==> src/rtl/nor_seq_pkg.sv <==
package nor_seq_pkg;

    typedef enum logic [2:0] {
        OP_READ_ID    = 3'd0,
        OP_TO_READ    = 3'd1,
        OP_PROGRAM    = 3'd2,
        OP_SECT_ERASE = 3'd3,
        OP_CHIP_ERASE = 3'd4,
        OP_CFI_QUERY  = 3'd5
    } nor_op_e;

    localparam logic [11:0] KEY_OFS_A    = 12'h555;
    localparam logic [11:0] KEY_OFS_B    = 12'h2AA;
    localparam logic [11:0] QUERY_OFS    = 12'h055;
    localparam logic [11:0] QUERY_DATA0  = 12'h010;
    localparam logic [11:0] ID_MFR_OFS   = 12'h000;
    localparam logic [11:0] ID_DEV1_OFS  = 12'h001;
    localparam logic [11:0] ID_DEV2_OFS  = 12'h00E;
    localparam logic [11:0] ID_DEV3_OFS  = 12'h00F;

    // One bus transfer of a sequence.
    typedef struct packed {
        logic        is_read;    // read transfer, else write
        logic        at_target;  // client address, else command offset
        logic        user_data;  // client word, else command byte
        logic [11:0] offset;     // command offset (unscaled)
        logic [7:0]  code;       // command byte
    } bus_step_t;

    function automatic logic op_known(input logic [2:0] code);
        return code <= 3'd5;
    endfunction

    function automatic int op_len(input nor_op_e op, input int cfi_n);
        case (op)
            OP_READ_ID:    return 7;
            OP_TO_READ:    return 1;
            OP_PROGRAM:    return 4;
            OP_SECT_ERASE: return 6;
            OP_CHIP_ERASE: return 6;
            OP_CFI_QUERY:  return 1 + cfi_n;
            default:       return 1;
        endcase
    endfunction

    function automatic bus_step_t mk_write(input logic [11:0] ofs, input logic [7:0] cmd);
        bus_step_t s;
        s.is_read   = 1'b0;
        s.at_target = 1'b0;
        s.user_data = 1'b0;
        s.offset    = ofs;
        s.code      = cmd;
        return s;
    endfunction

    function automatic bus_step_t mk_read(input logic [11:0] ofs);
        bus_step_t s;
        s = mk_write(ofs, 8'h00);
        s.is_read = 1'b1;
        return s;
    endfunction

    function automatic bus_step_t mk_target(input logic use_user, input logic [7:0] cmd);
        bus_step_t s;
        s = mk_write(12'h000, cmd);
        s.at_target = 1'b1;
        s.user_data = use_user;
        return s;
    endfunction

    // Transfer number idx of operation op.
    function automatic bus_step_t op_step(input nor_op_e op, input int idx);
        bus_step_t s;
        s = mk_write(12'h000, 8'hF0);
        case (op)
            OP_TO_READ: s = mk_write(12'h000, 8'hF0);
            OP_CFI_QUERY: begin
                if (idx == 0) s = mk_write(QUERY_OFS, 8'h98);
                else          s = mk_read(QUERY_DATA0 + 12'(idx - 1));
            end
            default: begin
                if (idx == 0)      s = mk_write(KEY_OFS_A, 8'hAA);
                else if (idx == 1) s = mk_write(KEY_OFS_B, 8'h55);
                else begin
                    case (op)
                        OP_PROGRAM: begin
                            if (idx == 2) s = mk_write(KEY_OFS_A, 8'hA0);
                            else          s = mk_target(1'b1, 8'h00);
                        end
                        OP_READ_ID: begin
                            case (idx)
                                2:       s = mk_write(KEY_OFS_A, 8'h90);
                                3:       s = mk_read(ID_MFR_OFS);
                                4:       s = mk_read(ID_DEV1_OFS);
                                5:       s = mk_read(ID_DEV2_OFS);
                                default: s = mk_read(ID_DEV3_OFS);
                            endcase
                        end
                        default: begin
                            case (idx)
                                2:       s = mk_write(KEY_OFS_A, 8'h80);
                                3:       s = mk_write(KEY_OFS_A, 8'hAA);
                                4:       s = mk_write(KEY_OFS_B, 8'h55);
                                default: s = (op == OP_SECT_ERASE) ? mk_target(1'b0, 8'h30)
                                                                   : mk_write(KEY_OFS_A, 8'h10);
                            endcase
                        end
                    endcase
                end
            end
        endcase
        return s;
    endfunction

endpackage

==> src/rtl/nor_seq_ctrl.sv <==
module nor_seq_ctrl
    import nor_seq_pkg::*;
#(
    parameter int AW        = 24,
    parameter int DW        = 16,
    parameter int CFI_WORDS = 3,
    parameter int IDX_W     = 4
) (
    input  logic             clk,
    input  logic             rst,
    input  logic             req_valid,
    input  logic [2:0]       req_op,
    input  logic [AW-1:0]    req_addr,
    input  logic [DW-1:0]    req_data,
    input  logic             req_wide,
    input  logic             bus_ready,
    output logic             accept,
    output logic             busy,
    output logic             done,
    output logic             rsp_busy,
    output logic             bus_wr,
    output logic             bus_rd,
    output nor_op_e          op_q,
    output logic [IDX_W-1:0] idx_q,
    output logic [AW-1:0]    tgt_q,
    output logic [DW-1:0]    usr_q,
    output logic             wide_q
);

    bus_step_t first_step;
    bus_step_t next_step;
    logic      xfer_done;
    logic      last_step;

    assign accept     = req_valid && !busy && op_known(req_op);
    assign first_step = op_step(nor_op_e'(req_op), 0);
    assign next_step  = op_step(op_q, int'(idx_q) + 1);
    assign xfer_done  = busy && (bus_wr || bus_rd) && bus_ready;
    assign last_step  = (int'(idx_q) == op_len(op_q, CFI_WORDS) - 1);

    always_ff @(posedge clk) begin
        if (rst) begin
            busy     <= 1'b0;
            done     <= 1'b0;
            rsp_busy <= 1'b0;
            bus_wr   <= 1'b0;
            bus_rd   <= 1'b0;
            op_q     <= OP_TO_READ;
            idx_q    <= '0;
            tgt_q    <= '0;
            usr_q    <= '0;
            wide_q   <= 1'b0;
        end else begin
            done     <= 1'b0;
            rsp_busy <= req_valid && busy;
            if (accept) begin
                busy   <= 1'b1;
                op_q   <= nor_op_e'(req_op);
                idx_q  <= '0;
                tgt_q  <= req_addr;
                usr_q  <= req_data;
                wide_q <= req_wide;
                bus_rd <= first_step.is_read;
                bus_wr <= !first_step.is_read;
            end else if (xfer_done) begin
                if (last_step) begin
                    busy   <= 1'b0;
                    done   <= 1'b1;
                    bus_wr <= 1'b0;
                    bus_rd <= 1'b0;
                end else begin
                    idx_q  <= idx_q + 1'b1;
                    bus_rd <= next_step.is_read;
                    bus_wr <= !next_step.is_read;
                end
            end
        end
    end

endmodule

==> src/rtl/nor_seq_addr.sv <==
module nor_seq_addr
    import nor_seq_pkg::*;
#(
    parameter int          AW        = 24,
    parameter int          DW        = 16,
    parameter logic [AW-1:0] BANK_BASE = '0
) (
    input  bus_step_t     step,
    input  logic          wide,
    input  logic [AW-1:0] tgt,
    input  logic [DW-1:0] usr,
    output logic [AW-1:0] bus_addr,
    output logic [DW-1:0] bus_wdata
);

    logic [AW-1:0] ofs_ext;
    logic [AW-1:0] ofs_scaled;

    assign ofs_ext    = AW'(step.offset);
    assign ofs_scaled = wide ? (ofs_ext << 1) : ofs_ext;
    assign bus_addr   = step.at_target ? tgt : (BANK_BASE + ofs_scaled);
    assign bus_wdata  = step.user_data ? usr : DW'(step.code);

endmodule

==> src/rtl/nor_seq_capture.sv <==
module nor_seq_capture #(
    parameter int DW    = 16,
    parameter int RIX_W = 2
) (
    input  logic             clk,
    input  logic             rst,
    input  logic             clear,
    input  logic             bus_rd,
    input  logic             bus_ready,
    input  logic [DW-1:0]    bus_rdata,
    output logic             rd_valid,
    output logic [DW-1:0]    rd_data,
    output logic [RIX_W-1:0] rd_idx
);

    logic [RIX_W-1:0] count_q;

    always_ff @(posedge clk) begin
        if (rst) begin
            rd_valid <= 1'b0;
            rd_data  <= '0;
            rd_idx   <= '0;
            count_q  <= '0;
        end else begin
            rd_valid <= 1'b0;
            if (clear) begin
                count_q <= '0;
            end else if (bus_rd && bus_ready) begin
                rd_valid <= 1'b1;
                rd_data  <= bus_rdata;
                rd_idx   <= count_q;
                count_q  <= count_q + 1'b1;
            end
        end
    end

endmodule

==> src/rtl/nor_cmd_seq.sv <==
module nor_cmd_seq
    import nor_seq_pkg::*;
#(
    parameter int            AW        = 24,
    parameter int            DW        = 16,
    parameter int            CFI_WORDS = 3,
    parameter logic [AW-1:0] BANK_BASE = 24'h100000,
    localparam int           RD_MAX    = (CFI_WORDS > 4) ? CFI_WORDS : 4,
    localparam int           RIX_W     = $clog2(RD_MAX)
) (
    input  logic             clk,
    input  logic             rst,
    input  logic             req_valid,
    input  logic [2:0]       req_op,
    input  logic [AW-1:0]    req_addr,
    input  logic [DW-1:0]    req_data,
    input  logic             req_wide,
    output logic             busy,
    output logic             rsp_busy,
    output logic             done,
    output logic [AW-1:0]    bus_addr,
    output logic [DW-1:0]    bus_wdata,
    output logic             bus_wr,
    output logic             bus_rd,
    input  logic             bus_ready,
    input  logic [DW-1:0]    bus_rdata,
    output logic             rd_valid,
    output logic [DW-1:0]    rd_data,
    output logic [RIX_W-1:0] rd_idx
);

    localparam int IDX_W = $clog2(CFI_WORDS + 8);

    logic             accept;
    nor_op_e          op_q;
    logic [IDX_W-1:0] idx_q;
    logic [AW-1:0]    tgt_q;
    logic [DW-1:0]    usr_q;
    logic             wide_q;
    bus_step_t        cur_step;

    nor_seq_ctrl #(
        .AW(AW), .DW(DW), .CFI_WORDS(CFI_WORDS), .IDX_W(IDX_W)
    ) u_ctrl (
        .clk(clk), .rst(rst),
        .req_valid(req_valid), .req_op(req_op), .req_addr(req_addr),
        .req_data(req_data), .req_wide(req_wide), .bus_ready(bus_ready),
        .accept(accept), .busy(busy), .done(done), .rsp_busy(rsp_busy),
        .bus_wr(bus_wr), .bus_rd(bus_rd), .op_q(op_q), .idx_q(idx_q),
        .tgt_q(tgt_q), .usr_q(usr_q), .wide_q(wide_q)
    );

    assign cur_step = op_step(op_q, int'(idx_q));

    nor_seq_addr #(
        .AW(AW), .DW(DW), .BANK_BASE(BANK_BASE)
    ) u_addr (
        .step(cur_step), .wide(wide_q), .tgt(tgt_q), .usr(usr_q),
        .bus_addr(bus_addr), .bus_wdata(bus_wdata)
    );

    nor_seq_capture #(
        .DW(DW), .RIX_W(RIX_W)
    ) u_cap (
        .clk(clk), .rst(rst), .clear(accept),
        .bus_rd(bus_rd), .bus_ready(bus_ready), .bus_rdata(bus_rdata),
        .rd_valid(rd_valid), .rd_data(rd_data), .rd_idx(rd_idx)
    );

endmodule

==> config.mk <==
export PLATFORM = sky130hd
export DESIGN_NAME = nor_cmd_seq
export DESIGN_NICKNAME = d
export VERILOG_FILES = /design/src/rtl/nor_seq_pkg.sv /design/src/rtl/nor_seq_ctrl.sv /design/src/rtl/nor_seq_addr.sv /design/src/rtl/nor_seq_capture.sv /design/src/rtl/nor_cmd_seq.sv
export SDC_FILE = /design/constraint.sdc
export NUM_CORES = 1
export LEC_CHECK = 0
export BUFFER_PORTS_ARGS = -buffer_cell sky130_fd_sc_hd__clkbuf_2
export CORE_MARGIN = 1
export CORE_UTILIZATION = 23
export DETAILED_ROUTE_END_ITERATION = 10
export PLACE_DENSITY = 0.5
export SYNTH_ARGS = -nofsm -noshare
export SYNTH_HDL_FRONTEND = slang
export SYNTH_SLANG_ARGS = --single-unit
==> constraint.sdc <==
create_clock -name clk -period 4.4 [get_ports clk]
set_input_delay 0.88 -clock clk [delete_from_list [all_inputs] [get_ports clk]]
set_output_delay 0.88 -clock clk [all_outputs]
set_load 0.1 [all_outputs]
# Word level (Yosys, flattened, before mapping)
# Cells that the tools add are included.
# word_totals
regBits,74
inputBits,64
output_inout_bits,64
elab_cells,99
# op_classes
add_sub_neg,9
n_lt_le_gt_ge,1
n_eq_ne,18
n_mux,32
n_bitwise,3
n_reduce_logical,22
# op_table
op,n
22-bit two-way mux,5
32-bit by 2-bit == test with 1-bit output (second input constant),3
32-bit by 3-bit == test with 1-bit output (second input constant),3
23-bit one-hot mux with 2 select lines,2
23-bit one-hot mux with 4 select lines,1
22-bit one-hot mux with 2 select lines,2
19-bit one-hot mux with 4 select lines,1
23-bit two-way mux,3
23-bit one-hot mux with 3 select lines,1
22-bit one-hot mux with 3 select lines,1
5-bit by 32-bit == test with 1-bit output,1
32-bit logical NOT,1
21-bit by 24-bit adder with 24-bit output (first input constant),1
24-bit two-way mux,1
20-bit two-way mux,1
16-bit two-way mux,1
13-bit two-way mux,1
5-bit by 12-bit adder with 12-bit output (first input constant),1
4-bit by 2-bit == test with 1-bit output (second input constant),3
4-bit by 3-bit == test with 1-bit output (second input constant),3
12-bit by 2-bit subtractor with 12-bit output (second input constant),1
1-bit two-way mux,11
3-bit one-hot mux with 3 select lines,1
6-bit by 5-bit adder with 7-bit output (first input constant),1
20 further kinds,35

# Logic depth before layout (Yosys ltp)
# Gate-level depths: netlist of run 1.
# depth
word_depth,11
mapped_depth,11
ltp_nobuf,9

# Cells and area by module
# A second synthesis of run 1 with hierarchy kept.
# unflattened
cells_unflattened,536
hier_area_um2,4237.8
# modules_own_cells
mod,instances,cells_per_inst,area_each_um2,seq_area_each_um2
nor_seq_ctrl,1,264,2140.8,1061.0
nor_seq_capture,1,92,945.9,420.4
nor_cmd_seq,1,107,630.6,0.0
nor_seq_addr,1,73,520.5,0.0

# Least setup slack after synthesis of run 1
# Ideal clock, no wire load.
# synth_timing
path_type,reg2out
startpoint,register u_ctrl.idx_q[0]
endpoint,output bus_addr[6]
t_arrival_ps,3815
required_time_ps,3520
setup_slack_ps,-295
stages_incl_launch_ff,11
path_buffers,2
cell_sequence,dfxtp_1 -> buf_2 -> inv_1 -> ha_1 -> buf_6 -> nor3_1 -> o31ai_1 -> a21o_2 -> o22ai_4 -> nor3_1 -> o21ai_0
# synth_via
elab_chain_len,9
elab_cells_between_ends,20
classes_between,3 x add/sub; 6 x eq/ne; 10 x mux; 1 x reduce/logical
# synth_rtl
element,line,source
from (decl),nor_seq_ctrl.sv:24,"output logic [IDX_W-1:0] idx_q,"
from (signal assigned),nor_seq_ctrl.sv:72,idx_q <= idx_q + 1'b1;
branches (longest 5 deep; another with 6-bit by 5-bit adder with 7-bit output),-,
22-bit one-hot mux with 2 select lines (*),nor_seq_pkg.sv:75,case (op)
13-bit two-way mux,nor_seq_addr.sv:20,assign ofs_scaled = wide ? (ofs_ext << 1) : ofs_ext;
21-bit by 24-bit adder with 24-bit output,nor_seq_addr.sv:21,assign bus_addr = step.at_target ? tgt : (BANK_BASE + ofs_scaled);
24-bit two-way mux (*),nor_seq_addr.sv:21,
to (decl),nor_cmd_seq.sv:21,"output logic [AW-1:0] bus_addr,"
# Mark *: on every way between the ends.

# Worst setup path in the final report of run 1
# layout_timing
startpoint,register u_ctrl.idx_q[0]
endpoint,output bus_addr[2]
# Same word-level chain as after synthesis.

==> impl_metrics.tcl, run 1 <==
set metrics [dict create \
    required_ps 3520 \
    path_cells "inv_1 > ha_1 > nor3b_1 > a31oi_1 > nor3_2 > a41oi_1 > mux2i_1 > a21o_1 > clkbuf_2" \
    worst_slack_ps 417 \
    tns_ps 0 \
    synthCells 505 \
    start_util 0.237 \
    synth.avg_cell_area_um2 7.51 \
    clk_pin_slew_worst_paths_ps 50 \
    die_w_um 130 \
    worst-path-max-fanout 12 \
    fin_nets 682 \
    ys_ff_latch 74 \
    critPathMaxStageDelay_ps 560 \
    leakage_nw 2.08 \
    critical_path_class "flop to primary output" \
    dpl_worst_slack_ps 719 \
    drc 0 \
    max_slew_margin 0.249 \
    status "completed" \
    synth_area_leaders "dfxtp_1, nand2_1, a21oi_1" \
    synth_edf_count 0 \
    num_rows 46 \
    yosysSeqAreaShare 0.390 \
    synth_nets 576 \
    ios 128 \
    maxCapViolCount 0 \
    viasPerCell 4.59 \
    hp-start "u_cap.rd_data[4]" \
    rsz0062_at_grt "false" \
    dp.cells 816 \
    cts_tree "done" \
    worstMarginPinSlew_ps 1120 \
    min_delay_path_depth 2 \
    ir_drop_mv 0.150 \
    core-area_um2 16000 \
    cp_slowest_cell "dfxtp_1" \
    die_h_um 130 \
    die_area_um2 17000 \
    cts_resized 0 \
    antenna_found_initial 0 \
    grt_util_all_layers 0.132 \
    cts_hold_buffers 0 \
    grt.overflow.total 0 \
    drive_above_1_share 0.263 \
    grt_pass1_vias 3600 \
    cts_setup_buffers 0 \
    routedWlPerCell_um 13.3 \
    synth_top_flop_cell "dfxtp_1" \
    min_period_ps 3980 \
    first_pass_iters 4 \
    r2r-end "u_ctrl.idx_q[3]" \
    gp_congestion 0.857 \
    finalHoldViolCount 0 \
    arrival_ps 3100 \
    final_core_utilization 0.307 \
    grt_first_pass_wirelength_mm 17.8 \
    io_buffers 127 \
    final_cells 832 \
    drtIter0Drc 136 \
    clk_latency_ps 330 \
    holdCritPathClass "flop to flop" \
    hold_path_end "u_cap.rd_data[4]" \
    vias 3816 \
    power.density_nw_per_um2 398 \
    wl_mm 11.1 \
    hpwl_mm 8.00 \
    reg2reg_setup_slack_ps 1870 \
    ant_nets 0 \
    setup.worst_path.start_class "flop" \
    cts_buffers 9 \
    clock.fmax_mhz 251 \
    endpoint_kind "primary output" \
    clockBufferDepth 2 \
    area_delta_synth_final_pct 29.6 \
    finalClockSkew_ps 9.16 \
    cts-root-buf "clkbuf_16" \
    cts.sinks 74 \
    grt_max_degree 57 \
    fin_crit_sh 0.905 \
    htree_levels 3 \
    yosysWarnings 0 \
    antenna-diode-count 0 \
    r2r_cells 10 \
    r2r_start "u_ctrl.op_q[1]" \
    setup_violations 0 \
    synth.distinct_cells 58 \
    yosysTopAreaCellShare 0.390 \
    synth_area_um2 3790 \
    drv_slew 0 \
    synth_largest_area_cell "dfxtp_1" \
    synth-async-reset-ratio 0 \
]
-- synth_stat cells (4+ instances only) --
| library cell | instances |
|---|---|
| nand2_1 | 141 |
| a21oi_1 | 77 |
| dfxtp_1 | 74 |
| nor2_1 | 26 |
| and2_1 | 20 |
| clkbuf_1 | 20 |
| o21ai_0 | 13 |
| nor3_1 | 11 |
| inv_1 | 10 |
| buf_2 | 8 |
| a21o_1 | 7 |
| ha_1 | 7 |
| buf_1 | 6 |
| nand3b_1 | 6 |
| a31oi_1 | 5 |
| mux2i_1 | 4 |
| o31ai_1 | 4 |
| xnor2_1 | 4 |
-- power by group --
| group | internal (mW) | switching, mW | leakage [nW] | total, mW |
|---|---|---|---|---|
| registers | 0.697 | 0.0160 | 0.603 | 0.713 |
| clock network | 0.556 | 0.287 | 0.163 | 0.843 |
| logic | 0.103 | 0.299 | 1.32 | 0.402 |
| total | 1.36 | 0.602 | 2.08 | 1.96 |
-- cell usage in the layout (no fill, tap or decap), types with 10 or more instances in the layout --
cell type,n
nand2_1,141
a21oi_1,77
dfxtp_1,74
nor2_1,26
clkbuf_2,124
and2_1,20
inv_1,10
nor3_1,11
-- metrics by stage --
step / power, mW / hold slack (ps) / instance area, µm²
finish: 1.96 / 452 / 4920
floorplan: 1.04 / 432 / 3790
CTS: 1.98 / 453 / 4920
global placement: 1.13 / 439 / 4580
detailed placement: 1.13 / 445 / 4580
global route: 2.04 / 473 / 4920
-- sequential cells by signal, indices dropped and copies added (netlist names) --
name and flops:
u_ctrl.rsp_busy 1, u_ctrl.op_q 3, u_cap.rd_idx 2, u_ctrl.bus_wr 1, u_ctrl.busy 1, u_ctrl.wide_q 1
u_ctrl.done 1, u_cap.rd_valid 1, u_ctrl.usr_q 16, u_ctrl.bus_rd 1, u_cap.rd_data 16, u_ctrl.idx_q 4
u_cap.count_q 2, u_ctrl.tgt_q 24
-- area by class of cell --
type | count | area, µm²
clock buffer | 10 | 229
clock inverter | 6 | 115
fill | 1773 | 11100
timing repair buffer | 133 | 688
sequential | 74 | 1480
multi-input combinational | 383 | 2100
inverter | 10 | 37.5
tap | 216 | 270
-- layer usage --
layer  global-route usage  share of wire  up-vias
li1                     -              -     1914
met1                0.166           0.44     1793
met2                0.213           0.49       86
met3               0.0281          0.037       23
met4               0.0649          0.031        0
met5                    0              0        -
-- worst max-delay path: cells and delay by family (launching register included) --
family	cells	cell delay (ps)
adder cells (fa/ha/maj)	1	360
multiplexers	1	190
AO/OA/AOI/OAI	3	310
flip-flops	1	560
buffers and inverters	2	610
AND/OR/NAND/NOR	2	740
-- cells by family (layout without fill, tap and decap cells) --
kind of cell               after synthesis  count (layout)  synth area share
DFF                                     74              74             0.390
muxes                                    5               5            0.0135
buffers and inverters                   48             159            0.0570
xor gates and xnor gates                 8               8            0.0234
and+or+nand+nor                        227             227             0.266
AOI/OAI and AO/OA                      136             136             0.227
adders and majority gates                7               7            0.0231
-- worst max path at each step --
stage                     slack [ps]  depth (start not counted)      endpoint       startpoint
after floorplan                  100                         11   bus_addr[9]  u_ctrl.idx_q[0]
after global placement           790                          7  bus_wdata[7]  u_ctrl.idx_q[0]
after detailed placement         720                          9   bus_addr[2]  u_ctrl.idx_q[0]
after CTS                        370                          9   bus_addr[2]  u_ctrl.idx_q[0]
after global routing             110                          9   bus_addr[3]  u_ctrl.idx_q[0]
final                            420                          9   bus_addr[2]  u_ctrl.idx_q[0]
(Power assumes the default switching activity.)
==> inputs of run 2 (changes only) <==
- CORE_ASPECT_RATIO: unset -> 1.4
- REMOVE_ABC_BUFFERS: unset -> 1
==> run 2 against run 1 <==
Effect of this change:
- non-clock buffer count shrank 2
- clock power decreased by 2%
- highest routed layer unchanged
- sequential share of layout area shrank 1.7 points
- largest cell class unchanged
==> impl_metrics.tcl, run 2 (same netlist as run 1, synthesis figures left out) <==
set metrics [dict create \
    ios 128 \
    crit_buf_inv 3 \
    clock.fmax_mhz 250 \
    drive_above_1_share 0.262 \
    core-area_um2 16200 \
    ant_nets 0 \
    fin_crit_sh 0.908 \
    dpl_worst_slack_ps 802 \
    grt_pass1_vias 3761 \
    io_buffers 127 \
    cts_setup_buffers 0 \
    finalHoldViolCount 0 \
    min_period_ps 4000 \
    drc 0 \
    antenna_found_initial 0 \
    placedInstanceArea_um2 4880 \
    endpoint_kind "primary output" \
    die_w_um 111 \
    viasPerCell 4.67 \
    first_pass_iters 4 \
    rsz0062_at_grt "false" \
    htree_levels 3 \
    largest_reg_flops 24 \
    path_cells "inv_1 > ha_1 > nor2b_1 > nor3_1 > a2bb2oi_2 > nor3_2 > buf_4 > or2b_1 > clkbuf_2" \
    finalClockSkew_ps 4.92 \
    grt_util_all_layers 0.131 \
    path_delay_family "simple AND/OR/NAND/NOR gates" \
    worstMarginPinSlew_ps 1070 \
    whs_ps 449 \
    num_rows 55 \
    layout_common_cells "nand2_1, clkbuf_2, a21oi_1" \
    critical_path_class "flop to primary output" \
    antenna-diode-count 0 \
    start_util 0.235 \
    maxCapViolCount 0 \
    clk_latency_ps 340 \
    status "completed" \
    setup.worst_path.start_class "flop" \
    cts_buffers 9 \
    grt.overflow.total 0 \
    routedWlPerCell_um 13.7 \
    worst-path-max-fanout 24 \
    cp_slowest_cell "dfxtp_1" \
    worst_slack_ps 404 \
    grt_max_degree 48 \
    die_h_um 154 \
    required_ps 3520 \
    fin_nets 680 \
    drv_slew 0 \
    biggestRegsByFlops "u_ctrl.tgt_q x24, u_cap.rd_data x16, u_ctrl.usr_q x16" \
    num-fill-cells 1707 \
    arrival_ps 3120 \
    critPathMaxStageDelay_ps 560 \
    hpwl_mm 7.99 \
    power.density_nw_per_um2 382 \
    gp_congestion 0.884 \
    cts_hold_buffers 0 \
    cts_tree "done" \
    holdCritPathClass "flop to flop" \
    top_register "u_ctrl.tgt_q" \
    power_mw 1.99 \
    clk_pin_slew_worst_paths_ps 60 \
    max_slew_margin 0.285 \
    leakage_nw 2.16 \
    grt_first_pass_wirelength_mm 18.2 \
    vias 3795 \
    setup_violations 0 \
    fin_area_um2 5210 \
    clockBufferDepth 2 \
    final_common_cell "nand2_1" \
    cts-root-buf "clkbuf_16" \
    cts_resized 0 \
    die_area_um2 17000 \
    cts.sinks 74 \
    ir_drop_mv 0.272 \
    drtIter0Drc 205 \
    wl_mm 11.1 \
    area_delta_synth_final_pct 37.4 \
]
-- run 2: power breakdown --
part | internal (mW) | total [mW] | switching [mW]
registers | 0.697 | 0.718 | 0.0214
logic | 0.145 | 0.448 | 0.303
clock network | 0.520 | 0.827 | 0.307
total | 1.36 | 1.99 | 0.632
-- run 2: metrics by stage --
stage           util  setup TNS [ps]  instances
2_1_floorplan      -           -1340        467
3_3_place_gp   0.302               0        797
3_5_place_dp   0.302               0        797
4_1_cts        0.322               0        813
5_1_grt        0.322               0        813
6_report       0.322               0        813
-- run 2: layout make-up --
class | instances | area, µm² | area share
Multi-Input combinational cell | 383 | 2100 | 0.402
Sequential cell | 74 | 1480 | 0.284
Clock inverter | 6 | 97.6 | 0.0187
Clock buffer | 10 | 239 | 0.0458
Tap cell | 199 | 249 | 0.0478
Inverter | 10 | 37.5 | 0.00720
Timing Repair Buffer | 131 | 1010 | 0.194
-- run 2: layer usage --
metal,track usage,up-vias,share of wire
met3,0.0359,39,0.053
met4,0.0775,0,0.047
met2,0.229,124,0.51
met5,0,-,0
li1,-,1905,-
met1,0.140,1727,0.39
-- run 2: worst paths after layout --
check,start,endpoint,slack [ps],depth (start not counted)
max,u_ctrl.idx_q[0],bus_addr[20],400,9
min,u_ctrl.usr_q[14],u_ctrl.usr_q[14],450,2
min reg2reg,u_ctrl.usr_q[14],u_ctrl.usr_q[14],450,2
max reg2reg,u_ctrl.op_q[1],u_ctrl.idx_q[3],1630,9
-- run 2: worst min-delay path, delay by kind of cell, from the launching register on --
family | cells | cell delay (ps)
flops | 1 | 300
simple gates | 1 | 50
compound gates | 1 | 50
==> inputs of run 3 (changes only) <==
- ABC_AREA: unset -> 1
- CAP_MARGIN: unset -> 20
==> run 3 against run 2 <==
Effect of this change:
- non-clock buffer count shrank 1
- flip-flop and latch count is the same
- register-to-register slack gained 660 ps
- global-route usage grew 0.32 points
- utilization shrank 1.0 points
- final area shrank 9.5%
- synthesized cell count grew 0.79%
- synthesized area shrank 5.9%
- sequential power is essentially flat
- count of clock-buffer cells in the layout shrank 1
- sequential share of layout area grew 3.0 points
- critical path depth grew 3
- largest cell class unchanged
- largest power group unchanged
==> impl_metrics.tcl, run 3 <==
set metrics [dict create \
    required_ps 3520 \
    clk_latency_ps 330 \
    tns_ps 0 \
    largest_reg_flops 24 \
    dpl_worst_slack_ps 1030 \
    drive_above_1_share 0.278 \
    setup_violations 0 \
    num-fill-cells 1733 \
    synth_most_common_cell "nand2_1" \
    fin_crit_sh 0.848 \
    power.density_nw_per_um2 422 \
    finalClockSkew_ps 5.07 \
    area_delta_synth_final_pct 32.2 \
    clockBufferDepth 2 \
    drtIter0Drc 118 \
    synth_top_flop_cell "dfxtp_1" \
    synth_largest_area_cell "dfxtp_1" \
    wl_met3_um 437 \
    yosysTopAreaCellShare 0.415 \
    gp_congestion 0.819 \
    grt_max_degree 45 \
    antenna_found_initial 0 \
    fin_nets 702 \
    io_buffers 127 \
    start_util 0.236 \
    clock.fmax_mhz 268 \
    yosysWarnings 0 \
    min_period_ps 3730 \
    path_cells "inv_1 > ha_1 > nand2_2 > nand2_2 > nor2_4 > nand3_4 > nand2_4 > inv_4 > nor2_1 > a21oi_1 > nand2_1 > clkbuf_2" \
    die_h_um 149 \
    worst_slack_ps 670 \
    viasPerCell 4.41 \
    cts_buffers 9 \
    synth.distinct_cells 35 \
    drt-met1-wl_mm 4.18 \
    rsz0062_at_grt "false" \
    yosys-top-cells-count "nand2_1, nor2_1, dfxtp_1" \
    max_slew_margin 0.314 \
    cts.sinks 74 \
    cts_resized 0 \
    worst-path-max-fanout 18 \
    yosysSeqAreaShare 0.415 \
    arrival_ps 2850 \
    maxUsedRoutingLayer "met4" \
    routedWlPerCell_um 12.6 \
    synth_edf_count 0 \
    worstMarginPinSlew_ps 1030 \
    power_mw 1.99 \
    drc 0 \
    drv_slew 0 \
    grt.overflow.total 0 \
    ios 128 \
    die_area_um2 16000 \
    leakage_nw 2.25 \
    clk_pin_slew_worst_paths_ps 60 \
    endpoint_kind "primary output" \
    grt_util_all_layers 0.134 \
    ir_drop_mv 0.212 \
    die_w_um 107 \
    synth-async-reset-ratio 0 \
    wl_met2_mm 5.51 \
    setup.worst_path.start_class "flop" \
    status "completed" \
    maxCapViolCount 0 \
    core-area_um2 15100 \
    synth.avg_cell_area_um2 7.01 \
    biggestRegsByFlops "u_ctrl.tgt_q x24, u_cap.rd_data x16, u_ctrl.usr_q x16" \
    critPathMaxStageDelay_ps 470 \
    final_common_cell "clkbuf_2" \
    cts_hold_buffers 0 \
    cts-root-buf "clkbuf_16" \
    holdCritPathClass "flop to flop" \
    num_rows 53 \
    vias 3643 \
    cts_tree "done" \
    cts_setup_buffers 0 \
    top_register "u_ctrl.tgt_q" \
    crit_top_cell "nand2_2" \
    antenna-diode-count 0 \
    final_core_utilization 0.312 \
    ant_nets 0 \
    synth_area_um2 3570 \
    synth_area_leaders "dfxtp_1, nand2_1, o21ai_0" \
    synthCells 509 \
    wl_mm 10.4 \
    grt_pass1_vias 3548 \
    finalHoldViolCount 0 \
    whs_ps 454 \
    hpwl_mm 7.99 \
    grt_first_pass_wirelength_mm 16.7 \
    critical_path_class "flop to primary output" \
    cp_slowest_cell "dfxtp_1" \
    ys_ff_latch 74 \
    htree_levels 3 \
    layout_common_cells "clkbuf_2, nand2_1, nor2_1" \
    first_pass_iters 4 \
    crit_buf_inv 3 \
    path_delay_family "simple AND/OR/NAND/NOR gates" \
]
==> run 3: kinds of logic (layout without fill, tap and decap cells) <==
| group | Yosys count | after routing | share of synthesized area |
|---|---|---|---|
| DFF | 74 | 74 | 0.415 |
| adders and majority gates | 7 | 7 | 0.0245 |
| xor gates and xnor gates | 4 | 4 | 0.00982 |
| buffers and inverters | 81 | 206 | 0.0943 |
| AOI/OAI and AO/OA | 104 | 104 | 0.164 |
| and+or+nand+nor | 239 | 239 | 0.292 |
==> run 3: final cells by class <==
class                   instances  area (µm²)  area share
multi-input cells             354        1760       0.372
flip-flops and latches         74        1480       0.314
repair buffers                130         678       0.144
well taps                     192         240      0.0509
inverters                      62         235      0.0498
clock buffers                   9         225      0.0477
clock inverters                 5         104      0.0220
==> run 3: power breakdown <==
group / total (mW) / internal, mW / switching (mW) / leakage [nW]
sequential: 0.718 / 0.701 / 0.0166 / 0.603
clock: 0.835 / 0.549 / 0.287 / 0.162
combinational: 0.437 / 0.0959 / 0.341 / 1.48
total: 1.99 / 1.35 / 0.645 / 2.25
==> run 3: metrics by stage <==
step | cell area (µm²) | std cells
floorplan | 3470 | 490
global placement | 4360 | 811
detailed placement | 4360 | 811
CTS | 4690 | 825
global route | 4720 | 826
finish | 4720 | 826
==> run 3: path summary, 6_finish.rpt <==
path	cells after the start	start	slack, ps	to
worst max-delay path	12	u_ctrl.idx_q[0]	670	bus_addr[1]
worst min-delay path	1	u_cap.count_q[1]	450	u_cap.count_q[1]
worst max register to register	13	u_ctrl.op_q[1]	2290	u_ctrl.idx_q[2]
worst min register to register	1	u_cap.count_q[1]	450	u_cap.count_q[1]
==> run 3: per-layer routing <==
metal / GRT usage / vias up
li1: - / 1867
met1: 0.143 / 1675
met2: 0.244 / 80
met3: 0.0301 / 21
met4: 0.0699 / 0
met5: 0 / -
==> run 3: worst reg2reg max path: cells and delay by family (launching register included) <==
kind	cells	cell delay, ps
flip-flops	1	440
AND/OR/NAND/NOR	10	1040
adder cells (fa/ha/maj)	1	320
XOR/XNOR	1	120
buffers and inverters	1	90
